===== src/rtl/vsc_pkg.sv =====
package vsc_pkg;

  typedef enum logic [1:0] {
    VS_RSVD = 2'b00,
    VS_LOW  = 2'b01,
    VS_MID  = 2'b10,
    VS_HIGH = 2'b11
  } vscale_e;

  localparam vscale_e VS_AT_RESET = VS_HIGH;
  localparam vscale_e VS_PLL_OFF  = VS_LOW;

  function automatic logic [1:0] freq_class(input vscale_e s);
    case (s)
      VS_HIGH: freq_class = 2'd2;
      VS_MID:  freq_class = 2'd1;
      default: freq_class = 2'd0;
    endcase
  endfunction

endpackage


===== src/rtl/vsc_settle.sv =====
module vsc_settle #(
  parameter int unsigned SETTLE_CYC    = 8,
  parameter bit          BUSY_AT_RESET = 1'b0
) (
  input  logic clk,
  input  logic rst_n,
  input  logic start,
  input  logic abort,
  output logic done
);
  localparam int unsigned CNT_W = (SETTLE_CYC < 2) ? 1 : $clog2(SETTLE_CYC);
  localparam logic [CNT_W-1:0] LOAD = CNT_W'(SETTLE_CYC - 1);

  logic [CNT_W-1:0] cnt_q;
  logic             busy_q;
  logic             done_q;

  always_ff @(posedge clk or negedge rst_n) begin
    if (!rst_n) begin
      cnt_q  <= BUSY_AT_RESET ? LOAD : '0;
      busy_q <= BUSY_AT_RESET;
      done_q <= 1'b0;
    end else if (start) begin
      cnt_q  <= LOAD;
      busy_q <= 1'b1;
      done_q <= 1'b0;
    end else if (abort) begin
      busy_q <= 1'b0;
      done_q <= 1'b0;
    end else if (busy_q) begin
      if (cnt_q == '0) begin
        busy_q <= 1'b0;
        done_q <= 1'b1;
      end else begin
        cnt_q <= cnt_q - 1'b1;
      end
    end
  end

  assign done = done_q;

  AST_START_CLEARS_DONE: assert property (@(posedge clk) disable iff (!rst_n)
    start |=> !done);
  AST_ABORT_CLEARS_DONE: assert property (@(posedge clk) disable iff (!rst_n)
    (abort && !start) |=> !done);
  AST_DONE_NEEDS_BUSY: assert property (@(posedge clk) disable iff (!rst_n)
    $rose(done) |-> $past(busy_q));

endmodule


===== src/rtl/vsc_scale.sv =====
module vsc_scale
  import vsc_pkg::*;
#(
  parameter int unsigned SETTLE_CYC = 8
) (
  input  logic       clk,
  input  logic       rst_n,
  input  logic       wr,
  input  logic [1:0] wdata,
  input  logic       pll_on,
  output vscale_e    eff,
  output logic       err,
  output logic       settled
);
  vscale_e prog_q;
  vscale_e eff_q;
  vscale_e eff_nxt;
  logic    err_q;
  logic    eff_chg;
  logic    accept;

  assign accept = wr && !pll_on && (wdata != VS_RSVD);

  always_ff @(posedge clk or negedge rst_n) begin
    if (!rst_n) begin
      prog_q <= VS_AT_RESET;
      err_q  <= 1'b0;
    end else if (wr) begin
      if (pll_on) begin
        err_q <= 1'b1;
      end else if (accept) begin
        prog_q <= vscale_e'(wdata);
        err_q  <= 1'b0;
      end
    end
  end

  assign eff_nxt = pll_on ? prog_q : VS_PLL_OFF;
  assign eff_chg = (eff_nxt != eff_q);

  always_ff @(posedge clk or negedge rst_n) begin
    if (!rst_n) eff_q <= VS_PLL_OFF;
    else        eff_q <= eff_nxt;
  end

  vsc_settle #(
    .SETTLE_CYC   (SETTLE_CYC),
    .BUSY_AT_RESET(1'b1)
  ) i_settle (
    .clk  (clk),
    .rst_n(rst_n),
    .start(eff_chg),
    .abort(1'b0),
    .done (settled)
  );

  assign eff = eff_q;
  assign err = err_q;

  AST_PROG_LEGAL: assert property (@(posedge clk) disable iff (!rst_n)
    prog_q != VS_RSVD);
  AST_WRITE_BLOCKED: assert property (@(posedge clk) disable iff (!rst_n)
    (wr && pll_on) |=> ($stable(prog_q) && err_q));
  AST_ERR_STICKY: assert property (@(posedge clk) disable iff (!rst_n)
    (err_q && !accept) |=> err_q);
  AST_LOW_WHEN_PLL_OFF: assert property (@(posedge clk) disable iff (!rst_n)
    !pll_on |=> (eff == VS_LOW));

endmodule


===== src/rtl/vsc_overdrive.sv =====
module vsc_overdrive #(
  parameter int unsigned SETTLE_CYC = 8
) (
  input  logic clk,
  input  logic rst_n,
  input  logic od_req,
  input  logic sw_req,
  output logic od_done,
  output logic sw_done
);
  logic od_arm_q;
  logic sw_arm_q;
  logic od_start;
  logic od_abort;
  logic sw_start;
  logic sw_abort;

  assign od_start = od_req && !od_arm_q;
  assign od_abort = !od_req;
  assign sw_start = sw_req && od_req && od_done && !sw_arm_q;
  assign sw_abort = !sw_req || !od_req;

  always_ff @(posedge clk or negedge rst_n) begin
    if (!rst_n) begin
      od_arm_q <= 1'b0;
      sw_arm_q <= 1'b0;
    end else begin
      od_arm_q <= od_req;
      sw_arm_q <= sw_arm_q ? (sw_req && od_req) : sw_start;
    end
  end

  vsc_settle #(
    .SETTLE_CYC   (SETTLE_CYC),
    .BUSY_AT_RESET(1'b0)
  ) i_od_settle (
    .clk  (clk),
    .rst_n(rst_n),
    .start(od_start),
    .abort(od_abort),
    .done (od_done)
  );

  vsc_settle #(
    .SETTLE_CYC   (SETTLE_CYC),
    .BUSY_AT_RESET(1'b0)
  ) i_sw_settle (
    .clk  (clk),
    .rst_n(rst_n),
    .start(sw_start),
    .abort(sw_abort),
    .done (sw_done)
  );

  AST_SW_NEEDS_OD: assert property (@(posedge clk) disable iff (!rst_n)
    sw_done |-> od_done);
  AST_OD_DROP_CLEARS: assert property (@(posedge clk) disable iff (!rst_n)
    !od_req |=> (!od_done && !sw_done));
  AST_SW_DROP_CLEARS: assert property (@(posedge clk) disable iff (!rst_n)
    !sw_req |=> !sw_done);

endmodule


===== src/rtl/vscale_ctrl.sv =====
module vscale_ctrl
  import vsc_pkg::*;
#(
  parameter int unsigned SETTLE_CYC = 8
) (
  input  logic       clk,
  input  logic       rst_n,
  input  logic       scale_wr,
  input  logic [1:0] scale_wdata,
  input  logic       od_req,
  input  logic       odsw_req,
  input  logic       pll_on,
  input  logic       vreg_ok,
  output logic [1:0] vos_out,
  output logic       vos_rdy,
  output logic       od_rdy,
  output logic       odsw_rdy,
  output logic [1:0] freq_cls,
  output logic       scale_err
);
  vscale_e eff;
  logic    scale_settled;
  logic    od_done;
  logic    sw_done;

  vsc_scale #(.SETTLE_CYC(SETTLE_CYC)) i_scale (
    .clk    (clk),
    .rst_n  (rst_n),
    .wr     (scale_wr),
    .wdata  (scale_wdata),
    .pll_on (pll_on),
    .eff    (eff),
    .err    (scale_err),
    .settled(scale_settled)
  );

  vsc_overdrive #(.SETTLE_CYC(SETTLE_CYC)) i_od (
    .clk    (clk),
    .rst_n  (rst_n),
    .od_req (od_req),
    .sw_req (odsw_req),
    .od_done(od_done),
    .sw_done(sw_done)
  );

  assign vos_out  = eff;
  assign freq_cls = freq_class(eff);
  assign vos_rdy  = scale_settled && vreg_ok;
  assign od_rdy   = od_done && vreg_ok;
  assign odsw_rdy = sw_done && vreg_ok;

  AST_VOS_CHANGE_UNREADY: assert property (@(posedge clk) disable iff (!rst_n)
    (vos_out != $past(vos_out)) |-> !vos_rdy);
  AST_CLASS_NONZERO_ON_PLL: assert property (@(posedge clk) disable iff (!rst_n)
    (freq_cls != 2'd0) |-> $past(pll_on));

endmodule


===== config.mk =====
export PLATFORM = sky130hd
export DESIGN_NAME = vscale_ctrl
export DESIGN_NICKNAME = d
export VERILOG_FILES = /design/src/rtl/vsc_pkg.sv /design/src/rtl/vsc_settle.sv /design/src/rtl/vsc_scale.sv /design/src/rtl/vsc_overdrive.sv /design/src/rtl/vscale_ctrl.sv
export SDC_FILE = /design/constraint.sdc
export NUM_CORES = 1
export LEC_CHECK = 0
export BUFFER_PORTS_ARGS = -buffer_cell sky130_fd_sc_hd__buf_4
export CAP_MARGIN = 40
export CELL_PAD_IN_SITES_DETAIL_PLACEMENT = 1
export CELL_PAD_IN_SITES_GLOBAL_PLACEMENT = 1
export CORE_MARGIN = 2
export CORE_UTILIZATION = 45
export DETAILED_ROUTE_END_ITERATION = 8
export PLACE_DENSITY_LB_ADDON = 0.1
export SLEW_MARGIN = 10
export SYNTH_ARGS = -nofsm -noshare
export SYNTH_HDL_FRONTEND = slang
export SYNTH_SLANG_ARGS = --single-unit

===== constraint.sdc =====
create_clock -name clk -period 2.9 [get_ports clk]
set_clock_uncertainty 0.15 [all_clocks]
set_input_delay 0.58 -clock clk [delete_from_list [all_inputs] [get_ports clk]]
set_output_delay 0.58 -clock clk [all_outputs]
set_load 0.03 [all_outputs]

# Word-level counts from Yosys, hierarchy flattened
# Index checks and enable logic that the tools add are counted.
classes:
  add_sub_neg: 3
  n_eq_ne: 9
  muxes: 38
  n_bitwise: 1
  n_reduce_logical: 35
ops:
  columns: ["op", "count"]
  rows:
  - ["two-way mux 3 bit", 11]
  - ["two-way mux 1 bit", 25]
  - ["nonzero test 2 bit", 7]
  - ["AND reduction 2 bit", 5]
  - ["logical AND 1 bit", 9]
  - ["logical NOT 3 bit", 3]
  - ["AND reduction 3 bit", 3]
  - ["subtractor 3 x 1 -> 3 bit (second input constant)", 3]
  - ["!= test 2 x 1 -> 1 bit (second input constant)", 3]
  - ["!= test 3 x 1 -> 1 bit (second input constant)", 2]
  - ["nonzero test 3 bit", 2]
  - ["logical NOT 1 bit", 5]
  - ["== test 2 bit (second input constant)", 2]
  - ["one-hot mux 2 bit (2 select lines)", 1]
  - ["two-way mux 2 bit", 1]
  - ["!= test 2 bit", 1]
  - ["!= test 2 bit (second input constant)", 1]
  - ["logical OR 1 bit", 1]
  - ["inverter 1 bit", 1]
totals:
  ff_bits: 22
  inputBits: 9
  out_inout_bits: 8
  word_cells: 100

# Logic depth before layout (Yosys ltp)
# Gate-level depths: netlist (run 1).
logic_depth:
  ltp_word: 5
  mapped_depth: 6
  mapped_depth_nobuf: 6

# Modules after synthesis
# From an unflattened synthesis (run 1), not the netlist that was laid out.
unflattened:
  hier_cells: 104
  hier_area_um2: 1147.4
by_module_without_submodules:
  columns: ["mod", "n_inst", "cells_per_inst", "area_per_inst_um2"]
  rows:
  - ["vsc_settle at i_od.i_od_settle ...", 2, 23, 265.3]
  - ["vsc_settle at i_scale.i_settle", 1, 23, 270.3]
  - ["vsc_scale", 1, 23, 231.5]
  - ["vsc_overdrive", 1, 7, 83.8]
  - ["vscale_ctrl", 1, 5, 31.3]

# Worst setup path before layout (run 1)
# OpenSTA, ideal clock, no wires.
synth_timing:
  path_kind: "register to output"
  from: "reg i_scale.eff_q[1] (netlist: i_scale.eff[1])"
  to: "out freq_cls[0]"
  arrival_time_ns: 1.053
  t_required_ns: 2.170
  setup_slack_ns: 1.117
  path_stages_with_launch: 3
  path_buffers: 0
  cell_sequence: "dfrtp_1 -> inv_1 -> nor2_1"
synth_between:
  elab_chain_len: 2
synth_rtl:
  columns: ["element", "line_no", "rtl"]
  rows:
  - ["from (decl)", "vsc_scale.sv:16", "vscale_e eff_q;"]
  - ["from (signal assigned)", "vsc_scale.sv:43", "else eff_q <= eff_nxt;"]
  - ["== test 2 bit", "vsc_pkg.sv:14", "case (s)"]
  - ["one-hot mux 2 bit (2 select lines) *", "vsc_pkg.sv:14", null]
  - ["to (decl)", "vscale_ctrl.sv:18", "output logic [1:0] freq_cls,"]
# Mark *: on every way between the ends. The rest lies on a longest branch, timed or not.

# Worst setup path in the final report (run 1)
layout_timing:
  from: "reg i_scale.eff_q[0] (netlist: i_scale.eff[0])"
  to: "out freq_cls[1]"
# The elaborated chain is that of the path after synthesis.

==> impl_metrics.toml, run 1 <==
[clock_tree]
post_cts.repair.setup_buffers = 0
cts_sinks = 22
cts_made_buffers = 3
clk_path_buf_depth = 2
cts-root-buf = "clkbuf_4"
cts-htree-levels = 1
cts_tree = "yes"
cts_hold_buf = 1
clk_latency_ps = 310
post_cts_resized = 0
clk_pin_slew_ps = 130

[power]
power_mw = 0.743
irDropWorstVdd_mv = 0.413
power_density_nw_per_um2 = 576
leakage_nw = 0.636

[synthesis]
syn_nets = 123
syn_avg_cell_area_um2 = 10.0
syn_inst = 108
async_flop_share_pct = 100
yosys_warnings = 0
ys_seq_area_share_pct = 51.6
synth_edf_count = 0
synth_ff_type = "dfrtp_1"
ys_ff_latch = 22
synth_area_um2 = 1080
ys_types = 30

[sta]
slew_viol_final = 0
fin_hold_ws_ps = 269
finalCritPeriodShare_pct = 66.7
relSlewSlack_pct = 66.5
fin_ws_ps = 966
grt_setup_unrepaired = "no"
hold_viol_final = 0
clock.fmax_mhz = 517
tns_ps = 0
worst_pin_slew_ps = 497
fin_crit_ps = 1930
setup_viol = 0

[cells_and_area]
layout-drive-gt1-share_pct = 24.2
instances_no_fill = 156
num-nets-final = 144
nFillCells = 267
register_area_um2 = 559
multi_input_area_um2 = 460
areaGrowthSynthToFinish_pct = 19.1
insertedDiodeCount = 0

[route]
avgRoutedWirePerCell_um = 13.2
initialDrtViolationCount = 14
viasPerCell = 5.21
drt_first_pass_iters = 4
vias = 813
final_antenna_net_count = 0
routed_wl_mm = 2.06
drcViolationCount = 0

[global_route]
overflow = 0
grt_pass1_vias = 838
antenna_found_initial = 0
track_usage_pct = 18.3
grt_max_degree = 23
grt_pass1_wl_mm = 3.71

[critical_path]
cp_top_family = "flip-flops"
critPathBufInv = 1
crit_slowest_cell = "dfstp_2"
cp.required_ps = 2170
crit_path_cell_trace = "and2_1 > buf_4"
critPathArrivalTime_ps = 1200
max_stage_delay_ps = 610
cp-end-kind = "primary output"
cp_max_fo = 6
critPathKind = "reg2out"
startpoint_type = "flip-flop"

[placement]
place_worst_setup_slack_ps = 1140
dpl.cell_count = 151
io_buffers = 16
dp_hpwl_mm = 1.56
gp_congestion = 0.739

[floorplan]
dieArea_um2 = 2820
start_util_pct = 48.1
die_h_um = 53.1
die_x_um = 53.1
pin_count = 17
coreArea_um2 = 2250
rows = 17

[hold_path]
holdCritPathClass = "in2reg"

[status]
status = "finished, final reports clean"

[flow_run]
maxCapViolations = 0
[placed cells by master (no fill, tap or decap), types with 3 or more instances in the layout]
cell | Yosys | routed
a21oi_1 | 3 | 3
and2_1 | 5 | 5
buf_4 | 0 | 16
clkbuf_4 | 0 | 3
dfrtp_1 | 15 | 15
dfstp_2 | 7 | 7
ha_1 | 6 | 6
inv_1 | 14 | 14
nand2_1 | 19 | 19
nor2_1 | 6 | 6
o21ai_0 | 5 | 5
xnor2_1 | 3 | 3
[power by group]
part / internal, mW / switching [mW] / leakage, nW
sequential: 0.346 / 0.0239 / 0.257
clock: 0.140 / 0.0943 / 0.0279
combinational: 0.0582 / 0.0802 / 0.351
[synthesized netlist by cell type, types with 2 or more instances]
library cell	count	area, um^2
ha_1	6	75.1
nand3_1	2	10.0
o21ai_0	5	25.0
dfrtp_1	15	375
mux2i_1	2	20.0
nand2_1	19	71.3
dfstp_2	7	184
nor2_1	6	22.5
and2_1	5	31.3
a21oi_1	3	15.0
xnor2_1	3	26.3
nor3b_1	2	15.0
o211ai_1	2	15.0
a31oi_1	2	12.5
inv_1	14	52.6
[kinds of logic (layout without fill, tap and decap cells)]
kind of cell | after synthesis | after routing | synth area share, %
XOR/XNOR | 3 | 3 | 2.43
multiplexers | 2 | 2 | 1.85
buffers and inverters | 15 | 35 | 5.89
AND/OR/NAND/NOR | 40 | 40 | 17.9
AO/OA/AOI/OAI | 20 | 20 | 13.4
adder cells (fa/ha/maj) | 6 | 6 | 6.93
flip-flops | 22 | 22 | 51.6
[final cells by class]
cell class                 count  area share (%)
sequential                    22            43.4
inverter                      14            4.07
multi-input combinational     71            35.7
clock buffer                   3            1.75
clock inverter                 1            2.33
timing repair buffer          17            10.1
tap                           28            2.72
[flip-flops by register name (all words and copies together), names as in the netlist]
register                 flops
i_od.i_sw_settle.cnt_q       3
i_od.i_sw_settle.done        1
i_od.i_od_settle.cnt_q       3
i_scale.i_settle.busy_q      1
i_scale.i_settle.done        1
i_od.i_sw_settle.busy_q      1
i_od.od_arm_q                1
i_od.sw_arm_q                1
i_od.i_od_settle.busy_q      1
i_scale.err                  1
i_scale.i_settle.cnt_q       3
i_scale.eff                  2
i_od.i_od_settle.done        1
i_scale.prog_q               2
[routing by layer]
layer | global-route usage (%) | up-vias | part of all wire (%)
met2 | 33.3 | 18 | 52
met5 | 0 | - | 0
met4 | 5.13 | 0 | 0.58
li1 | - | 401 | -
met3 | 5.37 | 2 | 4.9
met1 | 20.5 | 392 | 42
[stage by stage]
step	util, %	instance area (um^2)
floorplan	-	1080
global placement	54.4	1230
detailed placement	54.4	1230
CTS	57.2	1290
global route	57.2	1290
finish	57.2	1290
[final timing paths]
kind                                                       start                                     to  slack (ps)  depth (start not counted)
setup reg to reg           i_od.i_od_settle.cnt_q[0]$_DFFE_PN0P_  i_od.i_od_settle.cnt_q[1]$_DFFE_PN0P_        1140                          6
min in group asynchronous                                  rst_n               i_scale.eff[1]$_DFF_PN0_         550                          2
hold reg to reg                    i_scale.prog_q[0]$_DFFE_PN1P_          i_scale.prog_q[0]$_DFFE_PN1P_         350                          2
setup / recovery                        i_scale.eff[0]$_DFF_PN1_                            freq_cls[1]         970                          2
hold / removal                                            pll_on               i_scale.eff[0]$_DFF_PN1_         270                          2
max in group asynchronous                                  rst_n  i_scale.i_settle.cnt_q[1]$_DFFE_PN1P_        1780                          2
Note: power is estimated with default switching activity, not from simulation.
==> inputs of run 2 (changes only) <==
Settings changed: CORE_UTILIZATION 45 to 38.
Clock period 2.9 ns to 1.7 ns, I/O delays scaled along.
==> impl_metrics.toml, run 2 (synthesized netlist as in run 1, its figures left out) <==
[cells_and_area]
instances_no_fill = 161
layout-drive-gt1-share_pct = 25.4
final_common_cell = "nand2_1"
reg.largest.list = "i_od.i_od_settle.cnt_q: 3 flops, i_od.i_sw_settle.cnt_q: 3 flops, i_scale.i_settle.cnt_q: 3 flops"
mostFrequentLayoutCells = "nand2_1 (19), buf_4 (17), dfrtp_1 (15)"
utilization_pct = 47.1
num-nets-final = 146
areaGrowthSynthToFinish_pct = 18.9
insertedDiodeCount = 0

[placement]
gp_congestion = 0.734
dp_hpwl_mm = 1.71
io_buffers = 16
place_worst_setup_slack_ps = 73.9
dpl.cell_count = 155

[hold_path]
hp-start = "pll_on"
holdCritPathClass = "in2reg"
hold_end = "i_scale.eff[0]$_DFF_PN1_"
hold_depth = 2

[power]
power_density_nw_per_um2 = 874
leakage_nw = 0.634
irDropWorstVdd_mv = 0.449
power_mw = 1.13

[critical_path]
worstRegToRegCells = 5
cp_top_family = "flip-flops"
cp_max_fo = 6
startpoint_type = "flip-flop"
critPathBufInv = 1
cp-end-kind = "primary output"
regToRegEndpoint = "i_od.i_sw_settle.cnt_q[2]$_DFFE_PN0P_"
cp.required_ps = 1210
r2r_slack_ps = 70
crit_path_cell_trace = "and2_4 > buf_6"
critPathKind = "reg2out"
critPathArrivalTime_ps = 1190
max_stage_delay_ps = 610
r2r_start = "i_od.i_sw_settle.cnt_q[0]$_DFFE_PN0P_"
crit_slowest_cell = "dfstp_2"

[global_route]
grt_pass1_vias = 939
track_usage_pct = 15.4
antenna_found_initial = 0
grt_max_degree = 23
overflow = 0
grt_pass1_wl_mm = 3.89

[floorplan]
start_util_pct = 39.6
rows = 19
coreArea_um2 = 2730
pin_count = 17
dieArea_um2 = 3290
die_h_um = 57.4
die_x_um = 57.4

[sta]
fin_hold_ws_ps = 37.1
slew_viol_final = 0
finalCritPeriodShare_pct = 98.5
hold_viol_final = 0
grt_setup_unrepaired = "yes"
worst_pin_slew_ps = 337
fin_ws_ps = 24.8
fin_crit_ps = 1680
relSlewSlack_pct = 77.4
clock.fmax_mhz = 597
setup_viol = 0

[route]
final_antenna_net_count = 0
viasPerCell = 5.09
drcViolationCount = 0
met1_length_um = 898
drt_first_pass_iters = 4
routed_wl_mm = 2.16
wl_met2_mm = 1.15
vias = 819
avgRoutedWirePerCell_um = 13.4
top_layer = "met4"
dr_wl_met3_um = 69
initialDrtViolationCount = 7

[clock_tree]
clk_pin_slew_ps = 120
cts-htree-levels = 1
cts_tree = "yes"
cts_sinks = 22
cts_made_buffers = 3
clk_latency_ps = 300
clk_path_buf_depth = 2
cts-root-buf = "clkbuf_4"

[flow_run]
maxCapViolations = 0

[status]
status = "finished, final reports clean"
[run 2: per-stage QoR]
step / area (um^2) / setup TNS [ps]
6_report: 1290 / 0
5_1_grt: 1290 / -21.5
4_1_cts: 1280 / 0
3_5_place_dp: 1240 / 0
3_3_place_gp: 1240 / 0
2_1_floorplan: 1080 / 0
[run 2: what timing repair did]
item / in CTS / in global routing
gates resized for setup: 2 / 2
gates cloned: 0 / 0
buffers inserted: 0 / 1
endpoints found under the hold margin: 15 / 0
setup endpoints to repair: 1 / 5
hold buffers: 1 / 0
[run 2: worst max path at each step]
stage                                             to  cells past startpoint                             startpoint  slack (ps)
3_3_place_gp   i_od.i_sw_settle.cnt_q[2]$_DFFE_PN0P_                      5  i_od.i_sw_settle.cnt_q[0]$_DFFE_PN0P_         150
4_1_cts                                  freq_cls[1]                      2               i_scale.eff[0]$_DFF_PN1_           2
3_5_place_dp   i_od.i_od_settle.cnt_q[1]$_DFFE_PN0P_                      7  i_od.i_od_settle.cnt_q[0]$_DFFE_PN0P_          70
5_1_grt                                  freq_cls[1]                      2               i_scale.eff[0]$_DFF_PN1_         -20
2_1_floorplan      i_scale.i_settle.done$_DFFE_PN0P_                      4               i_scale.eff[0]$_DFF_PN1_         120
6_report                                 freq_cls[1]                      2               i_scale.eff[0]$_DFF_PN1_          20
[run 2: area by class of cell]
class                   count  area, um^2
repair buffers             19         149
clock buffers               4        26.3
multi-input cells          71         463
flip-flops and latches     22         559
fillers                   318        1450
well taps                  31        38.8
inverters                  14        52.6
[run 2: power by group]
group / internal [mW] / switching, mW
clock: 0.0914 / 0.154
combinational: 0.110 / 0.140
sequential: 0.591 / 0.0402
[run 2: per-layer routing]
layer  vias up  global-route usage (%)
met5         -                       0
met3         4                    2.04
li1        402                       -
met4         0                    7.97
met2        13                    29.2
met1       400                    16.1
==> inputs of run 3 (changes only) <==
Settings changed: CORE_UTILIZATION 38 to 45, CTS_BUF_LIST set to sky130_fd_sc_hd__clkbuf_4 sky130_fd_sc_hd__clkbuf_8 sky130_fd_sc_hd__clkbuf_16.
Clock period 1.7 ns to 2.13 ns, I/O delays scaled along.
==> impl_metrics.toml, run 3 (synthesized netlist as in run 1, its figures left out) <==
[placement]
place_worst_setup_slack_ps = 389
gp_congestion = 0.774
placed_area_um2 = 1230
dp_hpwl_mm = 1.61
dpl.cell_count = 151
io_buffers = 16

[global_route]
overflow = 0
track_usage_pct = 19.2
grt_pass1_wl_mm = 3.85
antenna_found_initial = 0
grt_pass1_vias = 922
grt_max_degree = 23

[cells_and_area]
final_cell_area_um2 = 1270
num-nets-final = 144
mostFrequentLayoutCells = "nand2_1 (19), buf_4 (16), dfrtp_1 (15)"
areaGrowthSynthToFinish_pct = 17.6
utilization_pct = 56.5
insertedDiodeCount = 0
layout-drive-gt1-share_pct = 24.2
instances_no_fill = 156
final_common_cell = "nand2_1"
reg.largest.list = "i_od.i_od_settle.cnt_q: 3 flops, i_od.i_sw_settle.cnt_q: 3 flops, i_scale.i_settle.cnt_q: 3 flops"

[hold_path]
hold_depth = 2
hp-start = "pll_on"
holdCritPathClass = "in2reg"
hold_end = "i_scale.eff[0]$_DFF_PN1_"

[critical_path]
r2r_slack_ps = 370
critPathArrivalTime_ps = 1200
regToRegEndpoint = "i_od.i_od_settle.cnt_q[1]$_DFFE_PN0P_"
critPathLaunch = "i_scale.eff[0]$_DFF_PN1_"
max_stage_delay_ps = 600
crit_slowest_cell = "dfstp_2"
cp_max_fo = 6
critPathKind = "reg2out"
worstRegToRegCells = 6
crit_path_cell_trace = "and2_1 > buf_4"
startpoint_type = "flip-flop"
cp.required_ps = 1550
cp-end-kind = "primary output"
r2r_start = "i_od.i_od_settle.cnt_q[0]$_DFFE_PN0P_"

[route]
avgRoutedWirePerCell_um = 13.8
viasPerCell = 5.22
initialDrtViolationCount = 5
routed_wl_mm = 2.15
vias = 815
drcViolationCount = 0
drt_first_pass_iters = 4
final_antenna_net_count = 0

[clock_tree]
cts_sinks = 22
cts_tree = "yes"
clk_pin_slew_ps = 110
cts-htree-levels = 1
cts_made_buffers = 3
cts-root-buf = "clkbuf_4"
clk_latency_ps = 310
clk_path_buf_depth = 2
post_cts.repair.setup_buffers = 0

[sta]
setup_viol = 0
clock.fmax_mhz = 564
tns_ps = 0
finalCritPeriodShare_pct = 83.2
hold_viol_final = 0
worst_pin_slew_ps = 504
slew_viol_final = 0
relSlewSlack_pct = 66.0
fin_ws_ps = 358
grt_setup_unrepaired = "no"
fin_crit_ps = 1770

[power]
irDropWorstVdd_mv = 0.397
power_density_nw_per_um2 = 726
leakage_nw = 0.629

[floorplan]
start_util_pct = 48.1
dieArea_um2 = 2820
coreArea_um2 = 2250
pin_count = 17
die_h_um = 53.1
rows = 17
die_x_um = 53.1

[flow_run]
maxCapViolations = 0

[status]
status = "finished, final reports clean"
run 3: cell types whose count changed in the layout (fill, tap and decap cells not counted), sizes merged:
| cell | delta |
|---|---|
| buf | -2 |
run 3: cell type report:
type,instances,area (um^2)
flip-flops and latches,22,559
repair buffers,17,130
inverters,14,52.6
clock buffers,4,36.3
multi-input cells,71,460
fillers,263,981
well taps,28,35.0
run 3: critical path, delay by kind of cell (launching register included):
kind,cells,cell delay [ps]
flops,1,600
buf+inv,1,150
simple gates,1,140
run 3: per-layer routing:
metal	global-route usage (%)	up-vias	share of wire, %
li1	-	401	-
met1	20.6	398	43
met2	35.8	12	52
met3	2.82	4	2.9
met4	9.83	0	1.6
met5	0	-	0
run 3: worst max-delay path by stage:
| stage | endpoint | slack (ps) | depth (start not counted) |
|---|---|---|---|
| after floorplan | freq_cls[0] | 500 | 2 |
| after global placement | i_od.i_od_settle.cnt_q[1]$_DFFE_PN0P_ | 490 | 6 |
| after detailed placement | i_od.i_od_settle.cnt_q[1]$_DFFE_PN0P_ | 390 | 6 |
| after CTS | freq_cls[1] | 330 | 2 |
| after global routing | i_od.i_od_settle.cnt_q[1]$_DFFE_PN0P_ | 240 | 6 |
| final | freq_cls[1] | 360 | 2 |
run 3: what timing repair did:
action,4_1_cts,5_1_grt
resized for setup,0,0
hold endpoints to repair,15,0
hold buffers,1,0
run 3: stage by stage:
step / power, mW / hold WS (ps)
after floorplan: 0.631 / -19.6
final: 0.925 / 127
after detailed placement: 0.701 / 178
after global placement: 0.684 / 181
after global routing: 0.984 / 119
after CTS: 0.938 / 110
run 3: power by group:
part / leakage, nW / internal [mW] / switching (mW) / total, mW
clock network: 0.0210 / 0.104 / 0.127 / 0.231
logic: 0.351 / 0.0786 / 0.109 / 0.188
registers: 0.257 / 0.472 / 0.0338 / 0.505
